**src/rtl/pwr_pkg.sv**
```systemverilog
package pwr_pkg;

  typedef enum logic [1:0] {
    TAG_OTHER  = 2'b00,
    TAG_PTR_LO = 2'b01,
    TAG_DATA   = 2'b10,
    TAG_SPARE  = 2'b11
  } reg_tag_e;

  typedef enum logic [1:0] {
    PH_IDLE,
    PH_SETUP,
    PH_STROBE,
    PH_HOLD
  } phase_e;

  function automatic int unsigned ns2cyc(int unsigned ns, int unsigned clk_ns);
    return (ns + clk_ns - 1) / clk_ns;
  endfunction

  function automatic int unsigned umax(int unsigned a, int unsigned b);
    return (a > b) ? a : b;
  endfunction

endpackage

```
**src/rtl/pwr_phase_timer.sv**
```systemverilog
module pwr_phase_timer #(
  parameter int unsigned CNT_W = 5
) (
  input  logic             clk_i,
  input  logic             rst_ni,
  input  logic             clr_i,
  input  logic [CNT_W-1:0] limit_i,
  output logic             done_o
);

  logic [CNT_W-1:0] cnt_q;

  always_ff @(posedge clk_i or negedge rst_ni) begin
    if (!rst_ni) begin
      cnt_q <= '0;
    end else if (clr_i) begin
      cnt_q <= '0;
    end else if (cnt_q != '1) begin
      cnt_q <= cnt_q + CNT_W'(1);
    end
  end

  // counts the current cycle as elapsed
  assign done_o = ({1'b0, cnt_q} + (CNT_W+1)'(1)) >= {1'b0, limit_i};

endmodule

```
**src/rtl/pwr_gap_tracker.sv**
```systemverilog
module pwr_gap_tracker import pwr_pkg::*; #(
  parameter int unsigned HI_CYC       = 23,
  parameter int unsigned OPR_CYC      = 4,
  parameter int unsigned PTR_ARB      = 4,
  parameter int unsigned DATA_PTR_ARB = 5,
  parameter int unsigned GAP_W        = 7
) (
  input  logic       clk_i,
  input  logic       rst_ni,
  input  logic       ds_low_i,
  input  logic       rise_i,
  input  logic [1:0] cur_tag_i,
  input  logic       slow_arb_i,
  output logic       gap_ok_o
);

  localparam logic [GAP_W-1:0] HiGap       = GAP_W'(HI_CYC);
  localparam logic [GAP_W-1:0] PtrFast     = GAP_W'(PTR_ARB * OPR_CYC);
  localparam logic [GAP_W-1:0] PtrSlow     = GAP_W'(PTR_ARB * OPR_CYC * 2);
  localparam logic [GAP_W-1:0] DataPtrFast = GAP_W'(DATA_PTR_ARB * OPR_CYC);
  localparam logic [GAP_W-1:0] DataPtrSlow = GAP_W'(DATA_PTR_ARB * OPR_CYC * 2);

  logic [GAP_W-1:0] gap_q;
  reg_tag_e         prev_tag_q;
  reg_tag_e         cur_tag;
  logic [GAP_W-1:0] ptr_gap, data_ptr_gap, need;

  assign cur_tag = reg_tag_e'(cur_tag_i);

  // high-time counter, saturating; starts saturated so the first strobe is free
  always_ff @(posedge clk_i or negedge rst_ni) begin
    if (!rst_ni) begin
      gap_q <= '1;
    end else if (ds_low_i) begin
      gap_q <= '0;
    end else if (gap_q != '1) begin
      gap_q <= gap_q + GAP_W'(1);
    end
  end

  always_ff @(posedge clk_i or negedge rst_ni) begin
    if (!rst_ni) begin
      prev_tag_q <= TAG_OTHER;
    end else if (rise_i) begin
      prev_tag_q <= cur_tag;
    end
  end

  assign ptr_gap      = slow_arb_i ? PtrSlow : PtrFast;
  assign data_ptr_gap = slow_arb_i ? DataPtrSlow : DataPtrFast;

  always_comb begin
    need = HiGap;
    if (prev_tag_q == TAG_PTR_LO) begin
      if (ptr_gap > need) need = ptr_gap;
    end else if (prev_tag_q == TAG_DATA && cur_tag == TAG_PTR_LO) begin
      if (data_ptr_gap > need) need = data_ptr_gap;
    end
  end

  assign gap_ok_o = ({1'b0, gap_q} + (GAP_W+1)'(1)) >= {1'b0, need};

endmodule

```
**src/rtl/periph_wr_seq.sv**
```systemverilog
module periph_wr_seq import pwr_pkg::*; #(
  parameter int unsigned ADDR_W       = 3,
  parameter int unsigned DATA_W       = 8,
  parameter int unsigned CLK_NS       = 10,
  parameter int unsigned ADDR_SU_NS   = 105,
  parameter int unsigned ADDR_HD_NS   = 100,
  parameter int unsigned CS_SU_NS     = 50,
  parameter int unsigned DIR_SU_NS    = 10,
  parameter int unsigned DIR_HD_NS    = 10,
  parameter int unsigned DAT_SU_NS    = 30,
  parameter int unsigned DAT_HD_NS    = 10,
  parameter int unsigned DS_LO_NS     = 260,
  parameter int unsigned DS_HI_NS     = 230,
  parameter int unsigned OPR_CYC      = 4,
  parameter int unsigned PTR_ARB      = 4,
  parameter int unsigned DATA_PTR_ARB = 5
) (
  input  logic              clk_i,
  input  logic              rst_ni,
  input  logic              req_valid_i,
  output logic              req_ready_o,
  input  logic [ADDR_W-1:0] req_addr_i,
  input  logic [DATA_W-1:0] req_data_i,
  input  logic [1:0]        req_tag_i,
  input  logic              slow_arb_i,
  output logic [ADDR_W-1:0] bus_addr_o,
  output logic              bus_cs_n_o,
  output logic              bus_dir_o,
  output logic              bus_ds_n_o,
  output logic [DATA_W-1:0] bus_data_o
);

  localparam int unsigned SU_CYC = umax(1, umax(ns2cyc(ADDR_SU_NS, CLK_NS),
                                   umax(ns2cyc(CS_SU_NS, CLK_NS), ns2cyc(DIR_SU_NS, CLK_NS))));
  localparam int unsigned LO_CYC = umax(1, umax(ns2cyc(DS_LO_NS, CLK_NS), ns2cyc(DAT_SU_NS, CLK_NS)));
  localparam int unsigned HD_CYC = umax(1, umax(ns2cyc(ADDR_HD_NS, CLK_NS),
                                   umax(ns2cyc(DIR_HD_NS, CLK_NS), ns2cyc(DAT_HD_NS, CLK_NS))));
  localparam int unsigned HI_CYC = umax(1, ns2cyc(DS_HI_NS, CLK_NS));
  localparam int unsigned MAX_PH = umax(SU_CYC, umax(LO_CYC, HD_CYC));
  localparam int unsigned CNT_W  = $clog2(MAX_PH + 1);
  localparam int unsigned GAP_MX = umax(HI_CYC, 2 * OPR_CYC * umax(PTR_ARB, DATA_PTR_ARB));
  localparam int unsigned GAP_W  = $clog2(GAP_MX + 1);

  localparam logic [CNT_W-1:0] SuLim = CNT_W'(SU_CYC);
  localparam logic [CNT_W-1:0] LoLim = CNT_W'(LO_CYC);
  localparam logic [CNT_W-1:0] HdLim = CNT_W'(HD_CYC);

  phase_e           phase_q, phase_d;
  logic [1:0]       tag_q;
  logic [CNT_W-1:0] limit;
  logic             t_done, t_clr, gap_ok;
  logic             accept, fall_go, rise_go, hold_end;

  assign req_ready_o = (phase_q == PH_IDLE);
  assign accept      = req_ready_o && req_valid_i;
  assign fall_go     = (phase_q == PH_SETUP)  && t_done && gap_ok;
  assign rise_go     = (phase_q == PH_STROBE) && t_done;
  assign hold_end    = (phase_q == PH_HOLD)   && t_done;

  always_comb begin
    phase_d = phase_q;
    unique case (phase_q)
      PH_IDLE:   if (accept)   phase_d = PH_SETUP;
      PH_SETUP:  if (fall_go)  phase_d = PH_STROBE;
      PH_STROBE: if (rise_go)  phase_d = PH_HOLD;
      PH_HOLD:   if (hold_end) phase_d = PH_IDLE;
      default:                 phase_d = PH_IDLE;
    endcase
  end

  always_comb begin
    unique case (phase_q)
      PH_STROBE: limit = LoLim;
      PH_HOLD:   limit = HdLim;
      default:   limit = SuLim;
    endcase
  end

  assign t_clr = (phase_d != phase_q) || (phase_q == PH_IDLE);

  pwr_phase_timer #(
    .CNT_W (CNT_W)
  ) u_timer (
    .clk_i   (clk_i),
    .rst_ni  (rst_ni),
    .clr_i   (t_clr),
    .limit_i (limit),
    .done_o  (t_done)
  );

  pwr_gap_tracker #(
    .HI_CYC       (HI_CYC),
    .OPR_CYC      (OPR_CYC),
    .PTR_ARB      (PTR_ARB),
    .DATA_PTR_ARB (DATA_PTR_ARB),
    .GAP_W        (GAP_W)
  ) u_gap (
    .clk_i      (clk_i),
    .rst_ni     (rst_ni),
    .ds_low_i   (!bus_ds_n_o),
    .rise_i     (rise_go),
    .cur_tag_i  (tag_q),
    .slow_arb_i (slow_arb_i),
    .gap_ok_o   (gap_ok)
  );

  always_ff @(posedge clk_i or negedge rst_ni) begin
    if (!rst_ni) begin
      phase_q <= PH_IDLE;
    end else begin
      phase_q <= phase_d;
    end
  end

  always_ff @(posedge clk_i or negedge rst_ni) begin
    if (!rst_ni) begin
      bus_addr_o <= '0;
      bus_data_o <= '0;
      tag_q      <= '0;
      bus_cs_n_o <= 1'b1;
      bus_dir_o  <= 1'b0;
      bus_ds_n_o <= 1'b1;
    end else begin
      if (accept) begin
        bus_addr_o <= req_addr_i;
        bus_data_o <= req_data_i;
        tag_q      <= req_tag_i;
        bus_cs_n_o <= 1'b0;
        bus_dir_o  <= 1'b1;
      end
      if (fall_go) bus_ds_n_o <= 1'b0;
      if (rise_go) begin
        bus_ds_n_o <= 1'b1;
        bus_cs_n_o <= 1'b1;  // zero select hold
      end
      if (hold_end) bus_dir_o <= 1'b0;
    end
  end

endmodule

```
**config.mk**
```make
export PLATFORM = sky130hd
export DESIGN_NAME = periph_wr_seq
export DESIGN_NICKNAME = d
export VERILOG_FILES = /design/src/rtl/pwr_pkg.sv /design/src/rtl/pwr_phase_timer.sv /design/src/rtl/pwr_gap_tracker.sv /design/src/rtl/periph_wr_seq.sv
export SDC_FILE = /design/constraint.sdc
export NUM_CORES = 1
export LEC_CHECK = 0
export BUFFER_PORTS_ARGS = -buffer_cell sky130_fd_sc_hd__buf_2
export CAP_MARGIN = 40
export CORE_UTILIZATION = 56
export CTS_BUF_LIST = sky130_fd_sc_hd__clkbuf_4 sky130_fd_sc_hd__clkbuf_8
export CTS_CLUSTER_DIAMETER = 200
export DETAILED_ROUTE_END_ITERATION = 8
export GPL_TIMING_DRIVEN = 0
export PLACE_DENSITY = 0.81
export SYNTH_ARGS = -nofsm -noshare
export SYNTH_HDL_FRONTEND = slang
export SYNTH_SLANG_ARGS = --single-unit
```
**constraint.sdc**
```tcl
create_clock -name clk_i -period 2.7 [get_ports clk_i]
set_clock_uncertainty 0.1 [all_clocks]
set_input_delay 0.27 -clock clk_i [delete_from_list [all_inputs] [get_ports clk_i]]
set_output_delay 0.27 -clock clk_i [all_outputs]
set_load 0.01 [all_outputs]
```
==> flow_summary.yaml <==
status:
  status: "complete, no violations"
placed_design:
  dpl_worst_slack_ns: -0.0411
  gp_congestion: 0.782
  dp_hpwl_mm: 2.27
  portBuffers: 31
synth:
  synth_area_leaders: "dfrtp_1, dfstp_2, mux2_2, ha_1, nor2_1"
  synth.avg_cell_area_um2: 11.5
  synth_largest_area_cell: "dfrtp_1"
  synthesis.instances: 139
  synth_edf_count: 0
  synth.cell_area_mm2: 0.00159
  synth_seq_area_share_pct: 49.3
  ys_top_cells_by_count: "dfrtp_1, mux2_2, nor2_1"
  yosysTopAreaCellShare_pct: 36.1
  ys_seq_elements: 31
  yosys_most_used_dff: "dfrtp_1"
  synth-async-reset-ratio_pct: 100
  yosysWarnings: 0
  syn-num-nets: 163
  synth.most_common_cell: "dfrtp_1"
  synth_cell_types: 38
pwr:
  p_int_mw: 1.26
  p_sw_mw: 0.788
  clkPwrFrac_pct: 13.1
  p_leak_nw: 0.901
  p_seq_share_pct: 37.0
  swShare_pct: 38.4
  power_density_mw_per_mm2: 1030
  peakVddDrop_uv: 882
  power_frac_comb_pct: 49.9
cts:
  cts_tree: "yes"
  clk_pin_slew_worst_paths_ns: 0.10
  cts-buffers-inserted: 5
  clock_sinks: 31
  clk_latency_ns: 0.34
  cts_root_buf: "clkbuf_4"
  htreeDepth: 2
  clock_path_buffers: 2
floorplanning:
  io_pins: 32
  start_util_pct: 61.5
  die_x_um: 55.3
  dieArea_mm2: 0.00306
  rows: 18
  coreArea_mm2: 0.00259
  die_h_um: 55.3
critical_path:
  crit_fanout: 4
  path_cells: "ha_2 -> and3_1 -> ha_1 -> ha_1 -> nand3_1 -> o22ai_4 -> o311a_1 -> mux2_2"
  critPathLaunchType: "register"
  r2r-start: "u_timer.cnt_q[0]"
  cp_slowest_cell: "dfrtp_1"
  criticalPathCategory: "reg2reg"
  timing.critical_path.mode_cell: "ha_1"
  reg2reg_depth: 8
  cp_data_arrival_time_ns: 2.77
  required_ns: 2.83
  crit_path_max_incr_delay_ns: 0.43
  end_kind: "register"
  r2r_end: "u_gap.prev_tag_q[1]"
  rrSetupSlack_ns: 0.06
routing:
  wirelength_mm: 3.17
  avgViaCountPerCell: 5.72
  final_antenna_net_count: 0
  vias: 1224
  wire_per_inst_um: 14.8
  route.detailed.drc: 0
  first_pass_iters: 4
  drt-initial-drc-count: 34
sta:
  setup_violations: 0
  max_freq_mhz: 379
  post-route-period-util_pct: 97.6
  whs_ns: 0.0521
  hold_viol: 0
  layout_setup_ws_ns: 0.0648
  finalMaxSlewViolations: 0
  rsz0062_at_grt: "false"
  relSlewSlack_pct: 56.6
  tightest_slew_ns: 0.651
  period_needed_ns: 2.64
final_layout:
  drive_above_1_share_pct: 47.8
  num_antenna_cells: 0
  area.growth.synth_to_final_pct: 24.4
  final_nets: 207
min_path:
  hold_start: "req_tag_i[0]"
  hold_class: "in2reg"
  hold_end: "tag_q[0]"
  min_path_cells: 2
global_route:
  grt_pass1_wl_mm: 5.13
  grt_pass1_vias: 1237
  antenna_found_initial: 0
  grtUsageTotal_pct: 21.6
  gr-total-overflow: 0
  grt_max_degree: 32
job:
  drv_cap: 0
## layout make-up
| type | count | area [um2] |
|---|---|---|
| Buffer | 3 | 17.5 |
| Clock buffer | 6 | 45.0 |
| Clock inverter | 2 | 12.5 |
| Fill cell | 184 | 609 |
| Inverter | 8 | 30.0 |
| Multi-Input combinational cell | 97 | 850 |
| Sequential cell | 31 | 786 |
| Tap cell | 30 | 37.5 |
| Timing Repair Buffer | 37 | 203 |
## routing by layer
| layer | routed length [um] | up-vias | share of wire, % | GRT usage, % |
|---|---|---|---|---|
| li1 | - | 587 | - | - |
| met1 | 1340 | 600 | 42 | 24.4 |
| met2 | 1660 | 29 | 52 | 37.9 |
| met3 | 124 | 8 | 3.9 | 7.03 |
| met4 | 50 | 0 | 1.6 | 8.21 |
| met5 | 0 | - | 0 | 0 |
## cells in the final DEF (no fill, tap or decap), types with 3 or more instances in the layout
master    count
buf_2        33
dfrtp_1      23
mux2_2       16
nor2_1       13
inv_1         8
dfstp_2       8
nand2_1       6
buf_4         6
clkbuf_4      6
nand3_1       5
a211oi_2      5
ha_1          5
xor2_1        4
xnor2_1       4
a21oi_1       4
o21ai_0       3
mux2i_1       3
## worst max-delay path by stage
stage / start / endpoint / slack (ns) / cells past startpoint
6_report: u_timer.cnt_q[0] / u_gap.prev_tag_q[1] / 0.06 / 8
5_1_grt: u_timer.cnt_q[0] / u_gap.prev_tag_q[1] / 0.007 / 7
3_3_place_gp: u_timer.cnt_q[0] / u_gap.prev_tag_q[1] / 0.06 / 8
2_1_floorplan: u_timer.cnt_q[0] / u_gap.prev_tag_q[0] / 0.21 / 8
3_5_place_dp: u_timer.cnt_q[0] / u_gap.prev_tag_q[1] / -0.04 / 8
4_1_cts: tag_q[1] / u_timer.cnt_q[4] / 0.01 / 8
## timing repair
item | 4_1_cts | 5_1_grt
endpoints found under the setup margin | 3 | 8
resized for setup | 1 | 14
buffers inserted | 0 | 5
hold endpoints to repair | 23 | 0
pin swaps | 0 | 3
hold buffers | 1 | 0
## critical path, delay by kind of cell, from the launching register on
family / cells / cell delay, ns
adders and majority gates: 3 / 0.85
AOI/OAI and AO/OA: 2 / 0.49
DFF: 1 / 0.43
muxes: 1 / 0.35
and+or+nand+nor: 2 / 0.32
## metrics by stage
step / std cells / total power, mW / utilization, % / setup TNS [ns] / cell area, um2
2_1_floorplan: 139 / 1.36 / - / 0 / 1590
3_3_place_gp: 200 / 1.55 / 68.9 / 0 / 1790
3_5_place_dp: 200 / 1.61 / 68.9 / -0.0785 / 1790
4_1_cts: 209 / 1.90 / 71.8 / 0 / 1860
5_1_grt: 214 / 2.18 / 76.5 / 0 / 1980
6_report: 214 / 2.05 / 76.5 / 0 / 1980
## state kept, by name, indices dropped and copies added (netlist names)
| signal | cells |
|---|---|
| bus_data_o | 8 |
| u_gap.gap_q | 6 |
| u_timer.cnt_q | 5 |
| bus_addr_o | 3 |
| phase_q | 2 |
| tag_q | 2 |
| u_gap.prev_tag_q | 2 |
| bus_cs_n_o | 1 |
| bus_dir_o | 1 |
| bus_ds_n_o | 1 |
## cells by family after synthesis
kind of cell / synth area share, %
fa+ha+maj: 5.50
flops: 49.3
compound gates: 12.0
simple gates: 12.0
mux: 13.2
buf+inv: 2.99
xor+xnor: 4.95
## power groups by stage
stage	registers [mW]	logic [mW]	clock network, mW
floorplan	0.791	0.566	0
detailed placement	0.765	0.843	0
CTS	0.759	0.860	0.279
global placement	0.749	0.806	0
finish	0.759	1.02	0.268
global route	0.779	1.11	0.300
(Power assumes the default switching activity.)
